==> src/rtl/burst_seq_pkg.sv <==
package burst_seq_pkg;

    localparam int FLD_W    = 5;
    localparam int MAX_CODE = 17;
    localparam int BASE_LSB = 0;
    localparam int LEN_LSB  = 8;

    typedef struct packed {
        logic [FLD_W-1:0] len_code;
        logic [FLD_W-1:0] base;
    } burst_cfg_t;

    typedef enum logic [1:0] {
        ACC_NONE,
        ACC_CTRL,
        ACC_WIN,
        ACC_DIRECT
    } acc_kind_e;

    // Transfers in a burst for a given length code, clamped to MAX_CODE+1.
    function automatic logic [FLD_W:0] eff_len(input logic [FLD_W-1:0] code);
        logic [FLD_W-1:0] c;
        c = (code > FLD_W'(MAX_CODE)) ? FLD_W'(MAX_CODE) : code;
        return {1'b0, c} + 1'b1;
    endfunction

endpackage

==> src/rtl/burst_ctrl_reg.sv <==
module burst_ctrl_reg
    import burst_seq_pkg::*;
#(
    parameter int DW = 16
) (
    input  logic             clk,
    input  logic             rst,
    input  logic             wr_en,
    input  logic [DW-1:0]    wdata,
    output burst_cfg_t       cfg,
    output logic [DW-1:0]    rd_val
);

    burst_cfg_t cfg_q;
    logic       unused_rsvd;

    assign unused_rsvd = ^{wdata[DW-1:LEN_LSB+FLD_W], wdata[LEN_LSB-1:BASE_LSB+FLD_W]};

    always_ff @(posedge clk) begin
        if (rst) begin
            cfg_q <= '0;
        end else if (wr_en) begin
            cfg_q.base     <= wdata[BASE_LSB +: FLD_W];
            cfg_q.len_code <= wdata[LEN_LSB  +: FLD_W];
        end
    end

    always_comb begin
        rd_val = '0;
        rd_val[BASE_LSB +: FLD_W] = cfg_q.base;
        rd_val[LEN_LSB  +: FLD_W] = cfg_q.len_code;
    end

    assign cfg = cfg_q;


    cfg_load_chk: assert property (@(posedge clk) disable iff (rst)
        wr_en |=> (cfg.base == $past(wdata[BASE_LSB +: FLD_W]) &&
                   cfg.len_code == $past(wdata[LEN_LSB +: FLD_W])));

endmodule

==> src/rtl/burst_pos_counter.sv <==
module burst_pos_counter
    import burst_seq_pkg::*;
(
    input  logic             clk,
    input  logic             rst,
    input  logic             cfg_wr,
    input  logic             win_acc,
    input  logic [FLD_W-1:0] len_code,
    output logic [FLD_W-1:0] pos,
    output logic             xfer_req
);

    logic [FLD_W-1:0] pos_q;
    logic             active_q;
    logic             req_q;
    logic             last;

    assign last = ({1'b0, pos_q} == (eff_len(len_code) - 1'b1));

    always_ff @(posedge clk) begin
        if (rst) begin
            pos_q    <= '0;
            active_q <= 1'b0;
            req_q    <= 1'b0;
        end else if (cfg_wr) begin
            pos_q    <= '0;
            active_q <= 1'b1;
            req_q    <= 1'b1;
        end else if (win_acc) begin
            pos_q    <= last ? '0 : pos_q + 1'b1;
            active_q <= active_q & ~last;
            req_q    <= 1'b0;
        end else begin
            req_q    <= active_q;
        end
    end

    assign pos      = pos_q;
    assign xfer_req = req_q;


    pos_bound_chk: assert property (@(posedge clk) disable iff (rst)
        {1'b0, pos} < eff_len(len_code));


    cfg_clear_chk: assert property (@(posedge clk) disable iff (rst)
        cfg_wr |=> (pos == '0 && xfer_req));


    req_drop_chk: assert property (@(posedge clk) disable iff (rst)
        win_acc |=> !xfer_req);


    req_idle_chk: assert property (@(posedge clk) disable iff (rst)
        !active_q |-> !xfer_req);

endmodule

==> src/rtl/burst_addr_map.sv <==
module burst_addr_map
    import burst_seq_pkg::*;
#(
    parameter int AW        = 6,
    parameter int IW        = 5,
    parameter int NUM_REGS  = 20,
    parameter int CTRL_ADDR = 20,
    parameter int WIN_ADDR  = 21
) (
    input  logic             bus_valid,
    input  logic [AW-1:0]    bus_addr,
    input  logic [FLD_W-1:0] base,
    input  logic [FLD_W-1:0] pos,
    output acc_kind_e        kind,
    output logic             tgt_ok,
    output logic [IW-1:0]    tgt_idx
);

    localparam int TW = (AW > FLD_W + 1) ? AW : FLD_W + 1;

    logic [TW-1:0] tgt;

    always_comb begin
        kind = ACC_NONE;
        tgt  = '0;
        if (bus_valid) begin
            if (bus_addr == AW'(CTRL_ADDR)) begin
                kind = ACC_CTRL;
            end else if (bus_addr == AW'(WIN_ADDR)) begin
                kind = ACC_WIN;
                tgt  = TW'(base) + TW'(pos);
            end else begin
                kind = ACC_DIRECT;
                tgt  = TW'(bus_addr);
            end
        end
    end

    assign tgt_ok  = (kind == ACC_WIN || kind == ACC_DIRECT) && (tgt < TW'(NUM_REGS));
    assign tgt_idx = tgt[IW-1:0];

endmodule

==> src/rtl/burst_seq.sv <==
module burst_seq
    import burst_seq_pkg::*;
#(
    parameter int DW        = 16,
    parameter int AW        = 6,
    parameter int NUM_REGS  = 20,
    parameter int CTRL_ADDR = 20,
    parameter int WIN_ADDR  = 21,
    localparam int IW       = $clog2(NUM_REGS)
) (
    input  logic          clk,
    input  logic          rst,
    input  logic          bus_valid,
    input  logic          bus_write,
    input  logic [AW-1:0] bus_addr,
    input  logic [DW-1:0] bus_wdata,
    output logic [DW-1:0] bus_rdata,
    output logic          reg_valid,
    output logic          reg_write,
    output logic [IW-1:0] reg_idx,
    output logic [DW-1:0] reg_wdata,
    input  logic [DW-1:0] reg_rdata,
    output logic          xfer_req
);

    burst_cfg_t       cfg;
    logic [DW-1:0]    ctrl_rd;
    logic [FLD_W-1:0] pos;
    acc_kind_e        kind;
    logic             tgt_ok;
    logic [IW-1:0]    tgt_idx;
    logic             ctrl_wr;
    logic             win_acc;

    assign ctrl_wr = (kind == ACC_CTRL) && bus_write;
    assign win_acc = (kind == ACC_WIN);

    burst_ctrl_reg #(.DW(DW)) u_ctrl (
        .clk    (clk),
        .rst    (rst),
        .wr_en  (ctrl_wr),
        .wdata  (bus_wdata),
        .cfg    (cfg),
        .rd_val (ctrl_rd)
    );

    burst_pos_counter u_pos (
        .clk      (clk),
        .rst      (rst),
        .cfg_wr   (ctrl_wr),
        .win_acc  (win_acc),
        .len_code (cfg.len_code),
        .pos      (pos),
        .xfer_req (xfer_req)
    );

    burst_addr_map #(
        .AW        (AW),
        .IW        (IW),
        .NUM_REGS  (NUM_REGS),
        .CTRL_ADDR (CTRL_ADDR),
        .WIN_ADDR  (WIN_ADDR)
    ) u_map (
        .bus_valid (bus_valid),
        .bus_addr  (bus_addr),
        .base      (cfg.base),
        .pos       (pos),
        .kind      (kind),
        .tgt_ok    (tgt_ok),
        .tgt_idx   (tgt_idx)
    );

    assign reg_valid = tgt_ok;
    assign reg_write = tgt_ok & bus_write;
    assign reg_idx   = tgt_idx;
    assign reg_wdata = bus_wdata;

    always_comb begin
        case (kind)
            ACC_CTRL:            bus_rdata = ctrl_rd;
            ACC_WIN, ACC_DIRECT: bus_rdata = tgt_ok ? reg_rdata : '0;
            default:             bus_rdata = '0;
        endcase
    end


    ext_range_chk: assert property (@(posedge clk) disable iff (rst)
        reg_valid |-> (int'(reg_idx) < NUM_REGS));


    direct_hold_chk: assert property (@(posedge clk) disable iff (rst)
        (kind == ACC_DIRECT) |=> $stable(pos));

endmodule

==> config.mk <==
export PLATFORM = sky130hd
export DESIGN_NAME = burst_seq
export DESIGN_NICKNAME = d
export VERILOG_FILES = /design/src/rtl/burst_seq_pkg.sv /design/src/rtl/burst_ctrl_reg.sv /design/src/rtl/burst_pos_counter.sv /design/src/rtl/burst_addr_map.sv /design/src/rtl/burst_seq.sv
export SDC_FILE = /design/constraint.sdc
export NUM_CORES = 1
export LEC_CHECK = 0
export BUFFER_PORTS_ARGS = -buffer_cell sky130_fd_sc_hd__buf_2
export CORE_ASPECT_RATIO = 0.8
export CORE_MARGIN = 1
export CORE_UTILIZATION = 39
export CTS_CLUSTER_DIAMETER = 100
export DETAILED_ROUTE_END_ITERATION = 16
export MAX_ROUTING_LAYER = met4
export PLACE_DENSITY = 0.7
export RECOVER_POWER = 25
export SETUP_SLACK_MARGIN = 0.2
export SYNTH_ARGS = -nofsm -noshare
export SYNTH_HDL_FRONTEND = slang
export SYNTH_SLANG_ARGS = --single-unit
==> constraint.sdc <==
create_clock -name clk -period 8.69 [get_ports clk]
set_input_delay 1.738 -clock clk [delete_from_list [all_inputs] [get_ports clk]]
set_output_delay 1.738 -clock clk [all_outputs]
set_load 0.05 [all_outputs]
==> results of run 1 <==
-- Yosys cell counts, drive strengths merged (2+ instances only) --
cell | instances | share of area, %
nor2 | 20 | 5.4
buf | 18 | 9.8
dfxtp | 17 | 24
a22o | 11 | 6.9
mux2i | 10 | 7.2
nand2 | 9 | 2.4
a21oi | 7 | 2.5
and2 | 7 | 3.1
ha | 6 | 5.4
nand3 | 6 | 2.2
inv | 5 | 1.3
or3 | 5 | 2.6
a211oi | 3 | 1.6
a31o | 3 | 1.9
clkbuf | 3 | 0.81
nand2b | 3 | 1.3
nor2b | 3 | 1.3
a2111oi | 2 | 2.6
and3 | 2 | 0.90
and3b | 2 | 1.3
nor3 | 2 | 0.72
nor4b | 2 | 2.3
xnor2 | 2 | 1.3
-- flip-flops by register name (all words and copies together) (netlist names) --
signal	cells
u_ctrl.cfg	10
u_pos.pos	5
u_pos.active_q	1
u_pos.xfer_req	1
-- cells by family (layout without fill, tap and decap cells) --
group,count (synthesis),count (layout)
fa+ha+maj,7,7
xor+xnor,2,2
buf+inv,26,78
flops,17,17
simple gates,65,65
mux,10,10
compound gates,37,37
-- placed cells by master, fill, tap and decap left out, types with 3 or more instances in the layout --
master | synthesis | routed
or3_1 | 4 | 4
clkbuf_8 | 0 | 3
mux2i_1 | 10 | 10
nand3_1 | 6 | 6
buf_2 | 1 | 67
dfxtp_1 | 17 | 17
ha_1 | 6 | 6
and2_1 | 7 | 7
a21oi_1 | 7 | 7
nand2_1 | 9 | 9
nor2_1 | 20 | 20
inv_1 | 4 | 4
a22o_1 | 11 | 11
clkbuf_1 | 3 | 3
nand2b_1 | 3 | 3
nor2b_1 | 3 | 3
a211oi_1 | 3 | 3
-- worst max-delay path: stages --
cell	delay (ns)
clkbuf_1	0.12
nor4b_1	0.73
nor2_1	0.08
or3_4	0.43
a2111oi_4	0.81
a22o_1	0.26
buf_2	0.26
-- area by class of cell --
cell class,instances,area [sq um]
inverters,5,18.8
repair buffers,69,343
clock buffers,4,45.0
fillers,335,1750
flip-flops and latches,17,340
multi-input cells,121,871
well taps,42,52.6
-- path summary, 6_finish.rpt --
check,end,startpoint
worst min register to register,u_pos.active_q,u_pos.active_q
worst max-delay path,bus_rdata[1],bus_addr[5]
worst min-delay path,u_pos.active_q,u_pos.active_q
worst max register to register,u_pos.pos[0],u_ctrl.cfg[6]
-- where the power goes --
group	leakage, nW	total (mW)	internal, mW	switching [mW]
combinational	0.616	0.0552	0.0159	0.0393
clock	0.0228	0.0588	0.0325	0.0263
sequential	0.137	0.0782	0.0781	0.000139
-- metal layers --
| metal | GRT usage (%) | wire (microns) |
|---|---|---|
| met5 | - | 0 |
| met4 | 4.96 | 20 |
| met3 | 4.96 | 195 |
| met2 | 29.6 | 1590 |
| met1 | 23.7 | 1570 |
-- stage by stage --
step / power [mW] / setup slack, ns / instances
2_1_floorplan: 0.129 / 3.12 / 164
3_3_place_gp: 0.136 / 2.98 / 254
3_5_place_dp: 0.136 / 2.89 / 254
4_1_cts: 0.195 / 2.89 / 258
5_1_grt: 0.203 / 2.26 / 258
6_report: 0.192 / 2.53 / 258
==> run_results.csv, run 1 <==
group,metric,value,unit
clock_tree,cts.sinks,17,
cells_and_area,finalInstanceArea,1670,sq um
detailed_routing,detail_route.iter0.violations,29,
floorplan,die_x,68.8,microns
clock_tree,cts_setup_buffers,0,
cells_and_area,syn_to_final_growth,19.9,%
critical_path,endpoint_kind,"output pin",
placed_design,io_buffer_count,69,
synthesis,synthSimpleGateAreaFrac,25.8,%
critical_path,critical_path_arrival,4.43,ns
critical_path,cp-start-kind,"input pin",
clock_tree,clk_pin_slew,0.06,ns
clock_tree,clock_latency,0.25,ns
floorplan,die_area,3820,sq um
floorplan,coreArea,3420,sq um
detailed_routing,via_per_inst,5.34,
detailed_routing,drc,0,
sta,maxClockFrequency,162,MHz
detailed_routing,drt_pass1_iterations,4,
synthesis,syn_area,1390,sq um
floorplan,io_pins,82,
synthesis,synth.area.mux_share,7.19,%
grt,grt_usage,18.8,%
sta,finalSetupViolCount,0,
sta,whs,0.502,ns
synthesis,synthCells,164,
sta,clock_skew,0.00176,ns
synthesis,async_flop_share,0,%
sta,slew_headroom,19.8,%
grt,grt_pass1_vias,1185,
sta,tightest_slew,1.19,ns
floorplan,initial_core_util,40.7,%
sta,fin_crit_sh,70.9,%
grt,grt_max_degree,19,
clock_tree,cts_hold_buffers,0,
power_and_ir_drop,power_leakage,0.775,nW
cells_and_area,drive_above_1_share,35.2,%
synthesis,synth_compound_area_share,22.6,%
critical_path,path_class,"in2out",
grt,grt_overflow,0,
critical_path,path_max_fanout,18,
synthesis,yosysUniqueCellTypes,46,
grt,antenna_found_initial,0,
detailed_routing,antenna_left,0,
sta,min_period,6.16,ns
job,maxCapViolCount,0,
clock_tree,cts_tree,"built",
grt,grt_pass1_wl,5260,microns
floorplan,rows,19,
cells_and_area,final_util,48.8,%
critical_path,rrSetupSlack,7.03,ns
placed_design,dpl.hpwl,2630,microns
detailed_routing,drt_wl_total,3380,microns
cells_and_area,fin_nets,266,
synthesis,synth-main-ff-cell,"dfxtp_1",
synthesis,synth-warning-count,0,
clock_tree,cts_resized,0,
synthesis,synth-seq-cells,17,
sta,hold_viol_final,0,
floorplan,fp.dieH,55.4,microns
placed_design,routabilityCongestion,0.892,
run_status,status,"completed",
clock_tree,cts_max_level,1,
detailed_routing,routedWlPerCell,13.1,microns
cells_and_area,antenna_cells,0,
sta,maxSlewViolCount,0,
min_path,hold_class,"reg2reg",
sta,final.setup.tns,0,ns
synthesis,synth_top_family_by_area,"simple AND/OR/NAND/NOR gates",
synthesis,synth_nets,213,
detailed_routing,via_count,1377,
min_path,holdPathStages,2,
power_and_ir_drop,p_per_area,115,nW/um^2
clock_tree,clockBufferDepth,2,
synthesis,synth_xor_area_share,1.26,%
synthesis,synthAdderAreaFrac,6.83,%
clock_tree,ctsRootBufferMaster,"clkbuf_8",
sta,rsz0062_at_grt,"no",
placed_design,dpl-instance-area,1640,sq um
synthesis,ys_seq_area_share,24.4,%
synthesis,synth_edf_count,0,
critical_path,worst-r2r-cell-count,5,
power_and_ir_drop,ir_drop,88.6,uV
clock_tree,numCtsBuffers,3,
critical_path,required,6.95,ns
synthesis,avgSynthCellArea,8.49,sq um
No activity file was read; power rests on OpenSTA's default activity.
==> inputs of run 2 (changes only) <==
Clock period 8.69 ns to 6.2 ns, I/O delays scaled along.
==> run_results.csv, run 2 (same netlist as run 1, synthesis figures left out) <==
group,metric,value,unit
sta,maxClockFrequency,196,MHz
floorplan,initial_core_util,40.7,%
clock_tree,ctsRootBufferMaster,"clkbuf_8",
power_and_ir_drop,p_seq_share,40.8,%
min_path,holdCritStartpoint,"u_pos.active_q",
grt,grt_pass1_vias,1192,
clock_tree,cts_setup_buffers,0,
grt,grt_overflow,0,
clock_tree,cts_tree,"built",
cells_and_area,final_common_cell,"buf_2",
critical_path,rrSetupSlack,4.53,ns
detailed_routing,drc,0,
clock_tree,clock_latency,0.25,ns
detailed_routing,antenna_left,0,
run_status,status,"completed",
cells_and_area,fin_nets,267,
cells_and_area,multiInputGateArea,871,sq um
sta,clock_skew,0.00156,ns
sta,finalSetupViolCount,0,
cells_and_area,syn_to_final_growth,20.5,%
critical_path,r2r-start,"u_ctrl.cfg[6]",
power_and_ir_drop,power_leakage,0.781,nW
critical_path,required,4.96,ns
sta,hold_viol_final,0,
detailed_routing,via_per_inst,5.33,
clock_tree,clockBufferDepth,2,
sta,rsz0062_at_grt,"no",
power_and_ir_drop,combPwrFrac,28.8,%
power_and_ir_drop,swShare,34.0,%
cells_and_area,largest_register_ff_count,10,
sta,slew_headroom,39.5,%
power_and_ir_drop,clockPowerShare,30.4,%
critical_path,path_class,"in2out",
clock_tree,cts_resized,0,
sta,maxSlewViolCount,0,
power_and_ir_drop,p_total,0.269,mW
floorplan,die_x,68.8,microns
cells_and_area,drive_above_1_share,35.5,%
grt,grt_pass1_wl,5350,microns
power_and_ir_drop,ir_drop,135,uV
placed_design,io_buffer_count,69,
clock_tree,numCtsBuffers,3,
sta,final.setup.tns,0,ns
cells_and_area,final_cell_mix,"buf_2, nor2_1, dfxtp_1",
critical_path,cp-start-kind,"input pin",
power_and_ir_drop,power.internal,0.177,mW
critical_path,r2r_end,"u_pos.pos[0]",
placed_design,routabilityCongestion,0.863,
sta,min_period,5.10,ns
placed_design,dpl.hpwl,2670,microns
critical_path,worst-r2r-cell-count,5,
power_and_ir_drop,p_per_area,160,nW/um^2
grt,antenna_found_initial,0,
floorplan,fp.dieH,55.4,microns
grt,grt_usage,19.1,%
grt,grt_max_degree,19,
detailed_routing,detail_route.iter0.violations,48,
clock_tree,cts_max_level,1,
min_path,hold_class,"reg2reg",
job,maxCapViolCount,0,
sta,fin_crit_sh,82.3,%
clock_tree,cts.sinks,17,
detailed_routing,drt_wl_total,3450,microns
clock_tree,clk_pin_slew,0.06,ns
power_and_ir_drop,power.switching,0.0914,mW
floorplan,io_pins,82,
detailed_routing,via_count,1381,
min_path,holdPathStages,2,
cells_and_area,final.fill_count,340,
critical_path,path_max_fanout,18,
floorplan,rows,19,
min_path,min_to,"u_pos.xfer_req",
clock_tree,cts_hold_buffers,0,
cells_and_area,antenna_cells,0,
detailed_routing,routedWlPerCell,13.3,microns
floorplan,die_area,3820,sq um
critical_path,endpoint_kind,"output pin",
cells_and_area,seqCellArea,340,sq um
floorplan,coreArea,3420,sq um
critical_path,critical_path_arrival,3.86,ns
detailed_routing,drt_pass1_iterations,4,
sta,tightest_slew,0.908,ns
run 2: changes by cell type in the layout (fill, tap and decap cells not counted):
cell,change
buf_4,+1
run 2: power groups by stage:
stage | clock (mW) | combinational, mW | sequential (mW)
floorplan | 0 | 0.0691 | 0.112
global placement | 0 | 0.0782 | 0.112
detailed placement | 0 | 0.0787 | 0.112
CTS | 0.0844 | 0.0788 | 0.110
global route | 0.0922 | 0.0827 | 0.109
finish | 0.0816 | 0.0774 | 0.110
run 2: worst max path at each step:
stage | to | from
floorplan | bus_rdata[2] | bus_addr[5]
CTS | bus_rdata[12] | bus_addr[5]
finish | bus_rdata[4] | bus_addr[5]
detailed placement | bus_rdata[12] | bus_addr[5]
global placement | bus_rdata[12] | bus_addr[5]
global route | bus_rdata[10] | bus_addr[5]
run 2: final cells by class:
class	count	share of cell area (%)
inverter	5	1.12
clock buffer	4	2.68
sequential	17	20.3
timing repair buffer	70	20.9
multi-input combinational	121	51.9
tap	42	3.13
run 2: per-stage QoR:
step	area (sq um)	hold slack [ns]	setup slack [ns]	cells	util, %
floorplan	1390	0.458	1.63	164	-
global placement	1650	0.484	1.46	255	48.2
detailed placement	1650	0.485	1.41	255	48.2
CTS	1700	0.501	1.40	259	49.5
global route	1680	0.511	0.808	259	49.0
finish	1680	0.498	1.10	259	49.0
run 2: critical path, stage by stage:
cell and delay [ns]:
clkbuf_1 0.12, nor4b_1 0.67, nor2_1 0.08, or3_4 0.43, a2111oi_4 0.81, a22o_1 0.25
buf_2 0.25
run 2: per-layer routing:
layer / wire length (microns) / track usage (%) / up-vias
met2: 1600 / 30.3 / 52
met3: 266 / 4.96 / 4
met5: 0 / - / -
met1: 1570 / 24.8 / 630
met4: 11 / 2.62 / 0
li1: - / - / 695
